`src/rtl/tc_pkg.sv`:
```
package tc_pkg;

  typedef enum logic [1:0] {
    TM_PRESCALE = 2'b00,
    TM_WIDE     = 2'b01,
    TM_RELOAD   = 2'b10,
    TM_SPLIT    = 2'b11
  } tc_mode_e;

  typedef struct packed {
    logic     gate;
    logic     cnt_sel;
    tc_mode_e mode;
  } tc_nib_t;

endpackage

```
`src/rtl/tc_sync.sv`:
```
module tc_sync #(
  parameter int STAGES = 2
) (
  input  logic clk,
  input  logic rst_n,
  input  logic async_in,
  output logic level_o
);
  logic [STAGES-1:0] sh_q, sh_d;

  always_comb begin
    sh_d = {sh_q[STAGES-2:0], async_in};
  end

  always_ff @(posedge clk or negedge rst_n) begin
    if (!rst_n) sh_q <= '0;
    else        sh_q <= sh_d;
  end

  assign level_o = sh_q[STAGES-1];
endmodule

```
`src/rtl/tc_core.sv`:
```
module tc_core
  import tc_pkg::*;
#(
  parameter int BW = 8,
  parameter int PW = 5
) (
  input  logic            clk,
  input  logic            rst_n,
  input  tc_mode_e        mode,
  input  logic            en_lo,
  input  logic            en_hi,
  input  logic            wr_lo,
  input  logic            wr_hi,
  input  logic [BW-1:0]   wdata,
  output logic [2*BW-1:0] count,
  output logic            ovf_main,
  output logic            ovf_split
);
  logic [BW-1:0] lo_q, hi_q, lo_d, hi_d;
  logic lo_max, hi_max, pre_max, step_ok;

  assign lo_max  = (lo_q == '1);
  assign hi_max  = (hi_q == '1);
  assign pre_max = (lo_q[PW-1:0] == '1);
  assign step_ok = !(wr_lo || wr_hi);

  always_comb begin
    lo_d      = lo_q;
    hi_d      = hi_q;
    ovf_main  = 1'b0;
    ovf_split = 1'b0;
    if (wr_lo) lo_d = wdata;
    if (wr_hi) hi_d = wdata;
    if (step_ok) begin
      unique case (mode)
        TM_PRESCALE: if (en_lo) begin
          lo_d[PW-1:0] = lo_q[PW-1:0] + 1'b1;
          if (pre_max) begin
            hi_d     = hi_q + 1'b1;
            ovf_main = hi_max;
          end
        end
        TM_WIDE: if (en_lo) begin
          lo_d = lo_q + 1'b1;
          if (lo_max) begin
            hi_d     = hi_q + 1'b1;
            ovf_main = hi_max;
          end
        end
        TM_RELOAD: if (en_lo) begin
          if (lo_max) begin
            lo_d     = hi_q;
            ovf_main = 1'b1;
          end else begin
            lo_d = lo_q + 1'b1;
          end
        end
        TM_SPLIT: begin
          if (en_lo) begin
            lo_d     = lo_q + 1'b1;
            ovf_main = lo_max;
          end
          if (en_hi) begin
            hi_d      = hi_q + 1'b1;
            ovf_split = hi_max;
          end
        end
        default: ;
      endcase
    end
  end

  always_ff @(posedge clk or negedge rst_n) begin
    if (!rst_n) begin
      lo_q <= '0;
      hi_q <= '0;
    end else begin
      lo_q <= lo_d;
      hi_q <= hi_d;
    end
  end

  assign count = {hi_q, lo_q};
endmodule

```
`src/rtl/twin_tc.sv`:
```
module twin_tc
  import tc_pkg::*;
#(
  parameter int BYTE_W      = 8,
  parameter int PRE_W       = 5,
  parameter int SYNC_STAGES = 2
) (
  input  logic              clk,
  input  logic              rst_n,
  input  logic              osc_tick,
  input  logic [1:0]        cnt_pin,
  input  logic [1:0]        gate_pin,
  input  logic              mode_we,
  input  logic [7:0]        mode_wdata,
  input  logic              ctl_we,
  input  logic [3:0]        ctl_wdata,
  input  logic [3:0]        cnt_we,
  input  logic [BYTE_W-1:0] cnt_wdata,
  output logic [7:0]        mode_q,
  output logic [3:0]        ctl_q,
  output logic [2*BYTE_W-1:0] t0_count,
  output logic [2*BYTE_W-1:0] t1_count,
  output logic              t1_ovf_strobe
);
  localparam int NT  = 2;
  localparam int CW  = 2 * BYTE_W;
  localparam int B_TR0 = 0, B_TF0 = 1, B_TR1 = 2, B_TF1 = 3;

  logic [7:0]    mode_r, mode_n;
  logic [3:0]    ctl_r, ctl_n;
  logic          strobe_r, strobe_n;
  logic [NT-1:0] pin_lvl, pin_prev, pin_fall, gate_lvl;
  logic [NT-1:0] src, gate_ok, run, en_lo, en_hi;
  logic [NT-1:0] ovf_main_w, ovf_split_w;
  logic [CW-1:0] cnt_w [NT];
  tc_nib_t       nib [NT];
  logic          split0, set_tf1;

  assign split0 = (nib[0].mode == TM_SPLIT);
  assign run[0] = ctl_r[B_TR0];
  assign run[1] = split0 ? 1'b1 : ctl_r[B_TR1];
  assign en_hi[0] = split0 & ctl_r[B_TR1] & osc_tick;
  assign en_hi[1] = 1'b0;

  genvar gi;
  generate
    for (gi = 0; gi < NT; gi++) begin : g_tmr
      assign nib[gi] = tc_nib_t'(mode_r[4*gi +: 4]);

      tc_sync #(.STAGES(SYNC_STAGES)) u_pin_sync (
        .clk(clk), .rst_n(rst_n), .async_in(cnt_pin[gi]), .level_o(pin_lvl[gi]));
      tc_sync #(.STAGES(SYNC_STAGES)) u_gate_sync (
        .clk(clk), .rst_n(rst_n), .async_in(gate_pin[gi]), .level_o(gate_lvl[gi]));

      assign pin_fall[gi] = pin_prev[gi] & ~pin_lvl[gi];
      assign src[gi]      = nib[gi].cnt_sel ? pin_fall[gi] : osc_tick;
      assign gate_ok[gi]  = ~nib[gi].gate | gate_lvl[gi];
      if (gi == 0) begin : g_lo0
        assign en_lo[gi] = run[gi] & gate_ok[gi] & src[gi];
      end else begin : g_lo1
        assign en_lo[gi] = run[gi] & gate_ok[gi] & src[gi] & (nib[gi].mode != TM_SPLIT);
      end

      tc_core #(.BW(BYTE_W), .PW(PRE_W)) u_core (
        .clk(clk), .rst_n(rst_n), .mode(nib[gi].mode),
        .en_lo(en_lo[gi]), .en_hi(en_hi[gi]),
        .wr_lo(cnt_we[2*gi]), .wr_hi(cnt_we[2*gi+1]), .wdata(cnt_wdata),
        .count(cnt_w[gi]), .ovf_main(ovf_main_w[gi]), .ovf_split(ovf_split_w[gi]));
    end
  endgenerate

  assign set_tf1 = (split0 & ovf_split_w[0]) | (~split0 & ovf_main_w[1]) | ovf_split_w[1];

  always_comb begin
    mode_n = mode_r;
    if (mode_we) mode_n = mode_wdata;
    ctl_n = ctl_r;
    if (ctl_we) ctl_n = ctl_wdata;
    if (ovf_main_w[0]) ctl_n[B_TF0] = 1'b1;
    if (set_tf1)       ctl_n[B_TF1] = 1'b1;
    strobe_n = ovf_main_w[1];
  end

  always_ff @(posedge clk or negedge rst_n) begin
    if (!rst_n) begin
      mode_r   <= '0;
      ctl_r    <= '0;
      strobe_r <= 1'b0;
      pin_prev <= '0;
    end else begin
      mode_r   <= mode_n;
      ctl_r    <= ctl_n;
      strobe_r <= strobe_n;
      pin_prev <= pin_lvl;
    end
  end

  assign mode_q        = mode_r;
  assign ctl_q         = ctl_r;
  assign t0_count      = cnt_w[0];
  assign t1_count      = cnt_w[1];
  assign t1_ovf_strobe = strobe_r;
endmodule

```
`config.mk`:
```
export PLATFORM = sky130hd
export DESIGN_NAME = twin_tc
export DESIGN_NICKNAME = d
export VERILOG_FILES = /design/src/rtl/tc_pkg.sv /design/src/rtl/tc_sync.sv /design/src/rtl/tc_core.sv /design/src/rtl/twin_tc.sv
export SDC_FILE = /design/constraint.sdc
export NUM_CORES = 1
export LEC_CHECK = 0
export ABC_AREA = 1
export CAP_MARGIN = 10
export CELL_PAD_IN_SITES_DETAIL_PLACEMENT = 1
export CELL_PAD_IN_SITES_GLOBAL_PLACEMENT = 1
export CORE_MARGIN = 5
export CORE_UTILIZATION = 39
export CTS_BUF_LIST = sky130_fd_sc_hd__clkbuf_16
export DETAILED_ROUTE_END_ITERATION = 8
export PLACE_DENSITY_LB_ADDON = 0.1
export SLEW_MARGIN = 20
export SYNTH_ARGS = -nofsm -noshare
export SYNTH_HDL_FRONTEND = slang
export SYNTH_SLANG_ARGS = --single-unit
```
`constraint.sdc`:
```
create_clock -name clk -period 3.3 [get_ports clk]
set_input_delay 0.825 -clock clk [delete_from_list [all_inputs] [get_ports clk]]
set_output_delay 0.825 -clock clk [all_outputs]
set_load 0.05 [all_outputs]
```
# Yosys cells after proc, flatten, opt, wreduce, memory -nomap -nowiden
# Index checks and enable logic that the tools add are counted.
[word_totals]
register_bits = 55
word_cells = 118
input_bits = 33
output_inout_bits = 45
[op_classes]
n_eq_ne = 13
muxes = 58
bitwise = 19
n_addsub = 6
reduce_logical = 8
[ops]
columns = ["cell", "n"]
rows = [
  ["$mux W8", 23],
  ["$add A8 B1 Y8 const B", 4],
  ["$eq A8 B8 Y1 const B", 4],
  ["$pmux W5 S3", 2],
  ["$mux W1", 24],
  ["$pmux W8 S3", 1],
  ["$pmux W8 S2", 1],
  ["$pmux W3 S2", 2],
  ["$and A1 B1 Y1", 11],
  ["$add A5 B1 Y5 const B", 2],
  ["$eq A5 B5 Y1 const B", 2],
  ["$mux W5", 2],
  ["$eq A2 B2 Y1 const B", 4],
  ["$pmux W1 S4", 2],
  ["$not A1 Y1", 5],
  ["$eq A2 B1 Y1 const B", 2],
  ["$logic_not A2 Y1", 2],
  ["$mux W4", 1],
  ["$reduce_bool A2 Y1", 2],
  ["$reduce_or A2 Y1", 2],
  ["$or A1 B1 Y1", 3],
  ["$logic_or A1 B1 Y1", 2],
  ["$ne A2 B2 Y1 const B", 1],
]

# Longest topological paths before layout
[logic_depth]
word_depth = 11
depth_mapped = 13
ltp_nobuf = 13

# By module
# Synthesis repeated with hierarchy kept, for this count alone.
[hier_totals]
hier_cells = 515
area_unflattened_um2 = 3701.0
[by_module_without_submodules]
columns = ["module", "seq_area_each_um2", "area_per_inst_um2", "n_inst", "cells_per_inst"]
rows = [
  ["tc_core at g_tmr[1].u_core", 400.4, 1440.1, 1, 206],
  ["tc_core at g_tmr[0].u_core", 400.4, 1405.1, 1, 219],
  ["twin_tc", 375.4, 655.6, 1, 82],
  ["tc_sync", 50.0, 50.0, 4, 2],
]

# Least setup slack after synthesis
# OpenSTA, ideal clock, no wires.
[synth_timing]
path_kind = "register to register"
startpoint = "register g_tmr[1].u_core.lo_q[0]"
endpoint = "register ctl_r[3], in the netlist ctl_q[3]"
synth_period_minus_slack_ps = 1984
required_time_ps = 3172
arrival_time_ps = 1857
path_stages_with_launch = 12
setup_ps = 128
setup_slack_ps = 1316
n_path_buf = 0
cell_sequence = "dfrtp_1 -> ha_1 -> nand2_1 -> inv_1 -> nand2_1 -> inv_1 -> ha_1 -> o21ai_0 -> o21ai_0 -> and2_2 -> nand2_1 -> nand3_1"
[synth_via]
elab_chain_cells = 8
elab_cells_between_ends = 15
cone_classes = "eq/ne: 2; mux: 10; bitwise: 2; reduce/logical: 1"
[synth_lines]
columns = ["element", "line", "source"]
rows = [
  ["start: declaration", "tc_core.sv:19", "logic [BW-1:0] lo_q, hi_q, lo_d, hi_d;"],
  ["start signal: assignment", "tc_core.sv:78", "lo_q <= lo_d;"],
  ["$eq A8 B8 Y1 / $eq A5 B5 Y1 (equally long branches)", "tc_core.sv:22, tc_core.sv:24", ""],
  ["$mux W1, on equally long branches", "tc_core.sv:51, tc_core.sv:38, tc_core.sv:45", ""],
  ["$mux W1, on equally long branches", "tc_core.sv:50, tc_core.sv:36, tc_core.sv:43", ""],
  ["$pmux W1 S4 (*)", "tc_core.sv:35", "unique case (mode)"],
  ["$mux W1 (*)", "tc_core.sv:34", "if (step_ok) begin"],
  ["via g_tmr[1].u_core.ovf_main", "tc_core.sv:16", "output logic ovf_main,"],
  ["$and A1 B1 Y1 (*)", "twin_tc.sv:72", "assign set_tf1 = (split0 & ovf_split_w[0]) | (~split0 & ovf_main_w[1]) | ovf_split_w[1];"],
  ["$or A1 B1 Y1 (*)", "twin_tc.sv:72", ""],
  ["$mux W1 / $reduce_bool A2 Y1 (equally long branches)", "-", ""],
  ["end signal: assignment", "twin_tc.sv:92", "ctl_r <= ctl_n;"],
  ["end: declaration", "twin_tc.sv:30", "logic [3:0] ctl_r, ctl_n;"],
]
# The timed path passes the listed nets; every way through them passes the cells marked *.
# A chain may end at the register's enable or synchronous reset.

# Worst setup path in the final report
[layout_timing]
startpoint = "register g_tmr[0].u_core.hi_q[3]"
endpoint = "output t0_count[11]"
[layout_rtl]
columns = ["element", "line", "source"]
rows = [
  ["start: declaration", "tc_core.sv:19", ""],
  ["start signal: assignment", "tc_core.sv:79", "hi_q <= hi_d;"],
  ["end: declaration", "twin_tc.sv:21", "output logic [2*BYTE_W-1:0] t0_count,"],
]
# No word-level cell between the ends.

==> run summary <==
Floorplan
* 105.7 µm — die boundary height
* 39.24% — starting density of the core
* 78 — I/O Pins
* 11180 µm² — die outline area
* 105.7 µm — overall die width
* 9109 µm² — floorplan core area
* 35 — number of standard-cell rows in the floorplan

Clock network
* sky130_fd_sc_hd__clkbuf_16 — master cell of the clock root buffer
* 0.30 ns — latest clock arrival within the worst-skew pair
* 0 — CTS Hold Bufs
* 2 — number of buffers between clock root and the deepest sink
* 0 — count of instances resized after the clock tree is built
* 0.07 ns — clock transition at the registers of the reported paths
* 55 — Sinks on Clock Net
* 2 — Max H-tree Level
* 0 — Post-CTS Repair Setup Buffers
* built — CTS tree
* 5 — number of CTS-inserted buffers

Worst setup path
* g_tmr[1].u_core.lo_q[0]$_DFF_PN0_ — startpoint of the most critical register-to-register path
* ctl_q[3]$_DFFE_PN0P_ — Worst R2R End
* 2.47 ns — Data required, critical path
* sky130_fd_sc_hd__clkdlybuf4s50_1 — Max stage delay cell, worst path
* 5 — largest fanout of any net on the critical path
* register — startpoint type of the worst setup path
* primary output — nature of the critical path endpoint
* buffers and inverters — crit-path leading delay family
* 1.36 ns — reg-to-reg slack, setup
* 0.86 ns — Worst path max stage delay
* 11 — depth of the worst register-to-register path
* 1.65 ns — Data arrival, critical path
* clkdlybuf4s50_1 — series of cell instances along the critical path
* reg -> out — critical path type
* 1 — Bufs and invs on worst path

Synth
* 55 — post-synthesis register bit count
* 0 — number of warning messages in the yosys log
* sky130_fd_sc_hd__dfrtp_1 — dominant cell type by area after synthesis
* 36 — number of unique standard cell types used by synthesis
* 529 — Net Count, Synth
* 7.280 µm² — mean cell area of the mapped netlist
* 38.50% — register area share after synthesis
* 3575 µm² — combined area of all synthesized cells
* 38.50% — area share of the leading cell type in the synthesized netlist
* sky130_fd_sc_hd__dfrtp_1 (39%), sky130_fd_sc_hd__nand2_1 (14%), sky130_fd_sc_hd__o21ai_0 (8.4%), sky130_fd_sc_hd__inv_1 (6.9%), sky130_fd_sc_hd__nor2_1 (3.9%) — largest cells by area after synthesis
* 491 — gate count after technology mapping

Worst hold path
* reg -> reg — type of the worst min-delay path
* 0 — Hold Path Cell Cnt
* g_tmr[1].u_pin_sync.sh_q[1]$_DFF_PN0_ — end of the worst hold path
* g_tmr[1].u_pin_sync.sh_q[0]$_DFF_PN0_ — worst min-delay path startpoint

Layout
* 612 — final net count
* sky130_fd_sc_hd__nand2_1 — commonest non-fill, non-tap cell in the layout
* 0 — number of diodes added for antenna fixing
* 4631 µm² — final design area excluding fillers
* 8.000% — share of post-route cells with drive strength above 1
* 29.54% — synthesis-to-layout area growth
* 50.84% — post-layout util
* sky130_fd_sc_hd__nand2_1 (131), sky130_fd_sc_hd__clkdlybuf4s50_1 (76), sky130_fd_sc_hd__inv_1 (68), sky130_fd_sc_hd__o21ai_0 (60), sky130_fd_sc_hd__dfrtp_1 (55) — commonest cells after routing, fill and taps aside
* 686 — number of standard cells in the final layout excluding fillers

Timing
* 0.4041 GHz — fmax
* 0.7453 ns — transition time at the pin with the least slew margin
* 0 — final hold violations
* 0 ns — total negative setup slack
* 0.009801 ns — Worst Skew
* no — unrepaired setup endpoints after global routing
* 0 — max-slew violations
* 50.31% — worst rel slew slack
* 75.00% — Final period util
* 2.475 ns — fin crit period
* 0 — number of setup violations in the final report

Routing
* 5.337 — drt via density
* 0 — # DRC
* 4 — first drt pass iteration count
* 142 — Starting DRT DRC Count
* 12.04 mm — final wirelength
* 3661 — DR vias
* 17.56 µm — detail-routed net length per standard cell
* 0 — Detail Route Antenna Nets

Pwr
* 2.155 nW — LEAKAGE
* 0.2099 mV — worst-case vdd ir drop
* 469.9 nW/µm² — areal power density over the cells

GRT
* 3906 — number of global-route vias before repair
* 0 — initial antenna violation count
* 0 — GR Overflow Total
* 56 — pin count of the biggest net entering global routing
* 22.30% — GRT Util Overall
* 20.12 mm — wire length of the first global-routing pass

Placed design
* 77 — IO Port Bufs
* 0.9050 — Placer Congestion
* 9.318 mm — dpl hpwl
* 678 — count of placed standard cells including taps
* 4493 µm² — Post-DP Area

Run status
* completed — result of the run

Flow run
* 0 — count of maximum capacitance violations

[cells by family after synthesis]
| family | after synthesis | share of synthesized area [%] |
|---|---|---|
| buf+inv | 74 | 7.910 |
| xor+xnor | 8 | 1.960 |
| simple gates | 240 | 31.85 |
| fa+ha+maj | 5 | 1.750 |
| compound gates | 101 | 15.72 |
| flops | 55 | 38.50 |
| mux | 8 | 2.310 |
[cell usage after synthesis]
cell type                  number
sky130_fd_sc_hd__a22oi_1        3
sky130_fd_sc_hd__o31ai_1        2
sky130_fd_sc_hd__o21bai_1       1
sky130_fd_sc_hd__o211ai_1       7
sky130_fd_sc_hd__nor3_1         3
sky130_fd_sc_hd__inv_1         66
sky130_fd_sc_hd__xor2_1         6
sky130_fd_sc_hd__clkbuf_1       5
sky130_fd_sc_hd__nor2_8         1
sky130_fd_sc_hd__nor2_1        37
sky130_fd_sc_hd__buf_2          1
sky130_fd_sc_hd__nand4_1       14
sky130_fd_sc_hd__buf_4          1
sky130_fd_sc_hd__o21ai_4        2
sky130_fd_sc_hd__a31oi_1        1
sky130_fd_sc_hd__and2_2         1
sky130_fd_sc_hd__nand2_2        8
sky130_fd_sc_hd__nand3b_4       1
sky130_fd_sc_hd__o21ai_0       60
sky130_fd_sc_hd__ha_1           5
sky130_fd_sc_hd__nand2_4        2
sky130_fd_sc_hd__dfrtp_1       55
sky130_fd_sc_hd__nor2_2         3
sky130_fd_sc_hd__nand3_2        3
sky130_fd_sc_hd__o21ai_1       10
sky130_fd_sc_hd__mux2i_1        6
sky130_fd_sc_hd__inv_2          1
sky130_fd_sc_hd__nand3_1       27
sky130_fd_sc_hd__nand2_1      131
sky130_fd_sc_hd__nand3_4        1
sky130_fd_sc_hd__nor3_2         1
sky130_fd_sc_hd__nor2_4         6
sky130_fd_sc_hd__a21oi_1       15
sky130_fd_sc_hd__mux2_2         2
sky130_fd_sc_hd__xnor2_1        2
sky130_fd_sc_hd__or2_2          1
[area by class of cell]
cell class | instances | area [µm²]
clock buffer | 5 | 125.1
timing repair buffer | 83 | 810.8
tap | 111 | 138.9
clock inverter | 3 | 12.51
inverter | 67 | 251.5
multi-input combinational | 362 | 1916
sequential | 55 | 1376
fill | 1161 | 4478
[flip-flops by register name, summed over array words and instances (netlist names)]
signal,flops
g_tmr.u_core.hi_q,16
t1_ovf_strobe,1
g_tmr.u_core.lo_q,16
mode_q,8
pin_prev,2
g_tmr.u_gate_sync.sh_q,4
ctl_q,4
g_tmr.u_pin_sync.sh_q,4
[how the worst max path moves through the flow]
stage,startpoint,end,slack (ns),cells after the start
final,g_tmr[0].u_core.hi_q[3]$_DFF_PN0_,t0_count[11],0.83,1
after global routing,mode_q[4]$_DFFE_PN0P_,mode_q[4],0.78,1
after CTS,g_tmr[1].u_core.hi_q[4]$_DFF_PN0_,t1_count[12],0.81,1
after detailed placement,cnt_we[2],g_tmr[1].u_core.hi_q[5]$_DFF_PN0_,0.74,8
after global placement,cnt_we[2],g_tmr[1].u_core.hi_q[5]$_DFF_PN0_,0.84,8
after floorplan,g_tmr[1].u_core.lo_q[0]$_DFF_PN0_,ctl_q[3]$_DFFE_PN0P_,1.32,11
[metal layers]
layer / vias to the layer above / part of all wire (%) / track usage [%]
met4: 0 / 2.0 / 4.903
li1: 1773 / - / -
met5: - / 0 / 0
met3: 18 / 5.6 / 4.103
met1: 1769 / 47 / 31.33
met2: 101 / 46 / 35.79
[power by group]
group          switching, mW  internal, mW
logic                  0.538         0.265
registers              0.100         0.745
clock network          0.251         0.276
total                  0.890          1.29
[per-stage QoR]
| stage | worst slack (ns) | hold slack, ns | power (mW) |
|---|---|---|---|
| 3_3_place_gp | 0.8418 | 0.3329 | 1.644 |
| 5_1_grt | 0.7819 | 0.3667 | 2.294 |
| 3_5_place_dp | 0.7434 | 0.3412 | 1.661 |
| 4_1_cts | 0.8096 | 0.3571 | 2.193 |
| 2_1_floorplan | 1.316 | 0.3312 | 1.345 |
| 6_report | 0.8252 | 0.3551 | 2.176 |
Note: power is estimated with default switching activity, not from simulation.
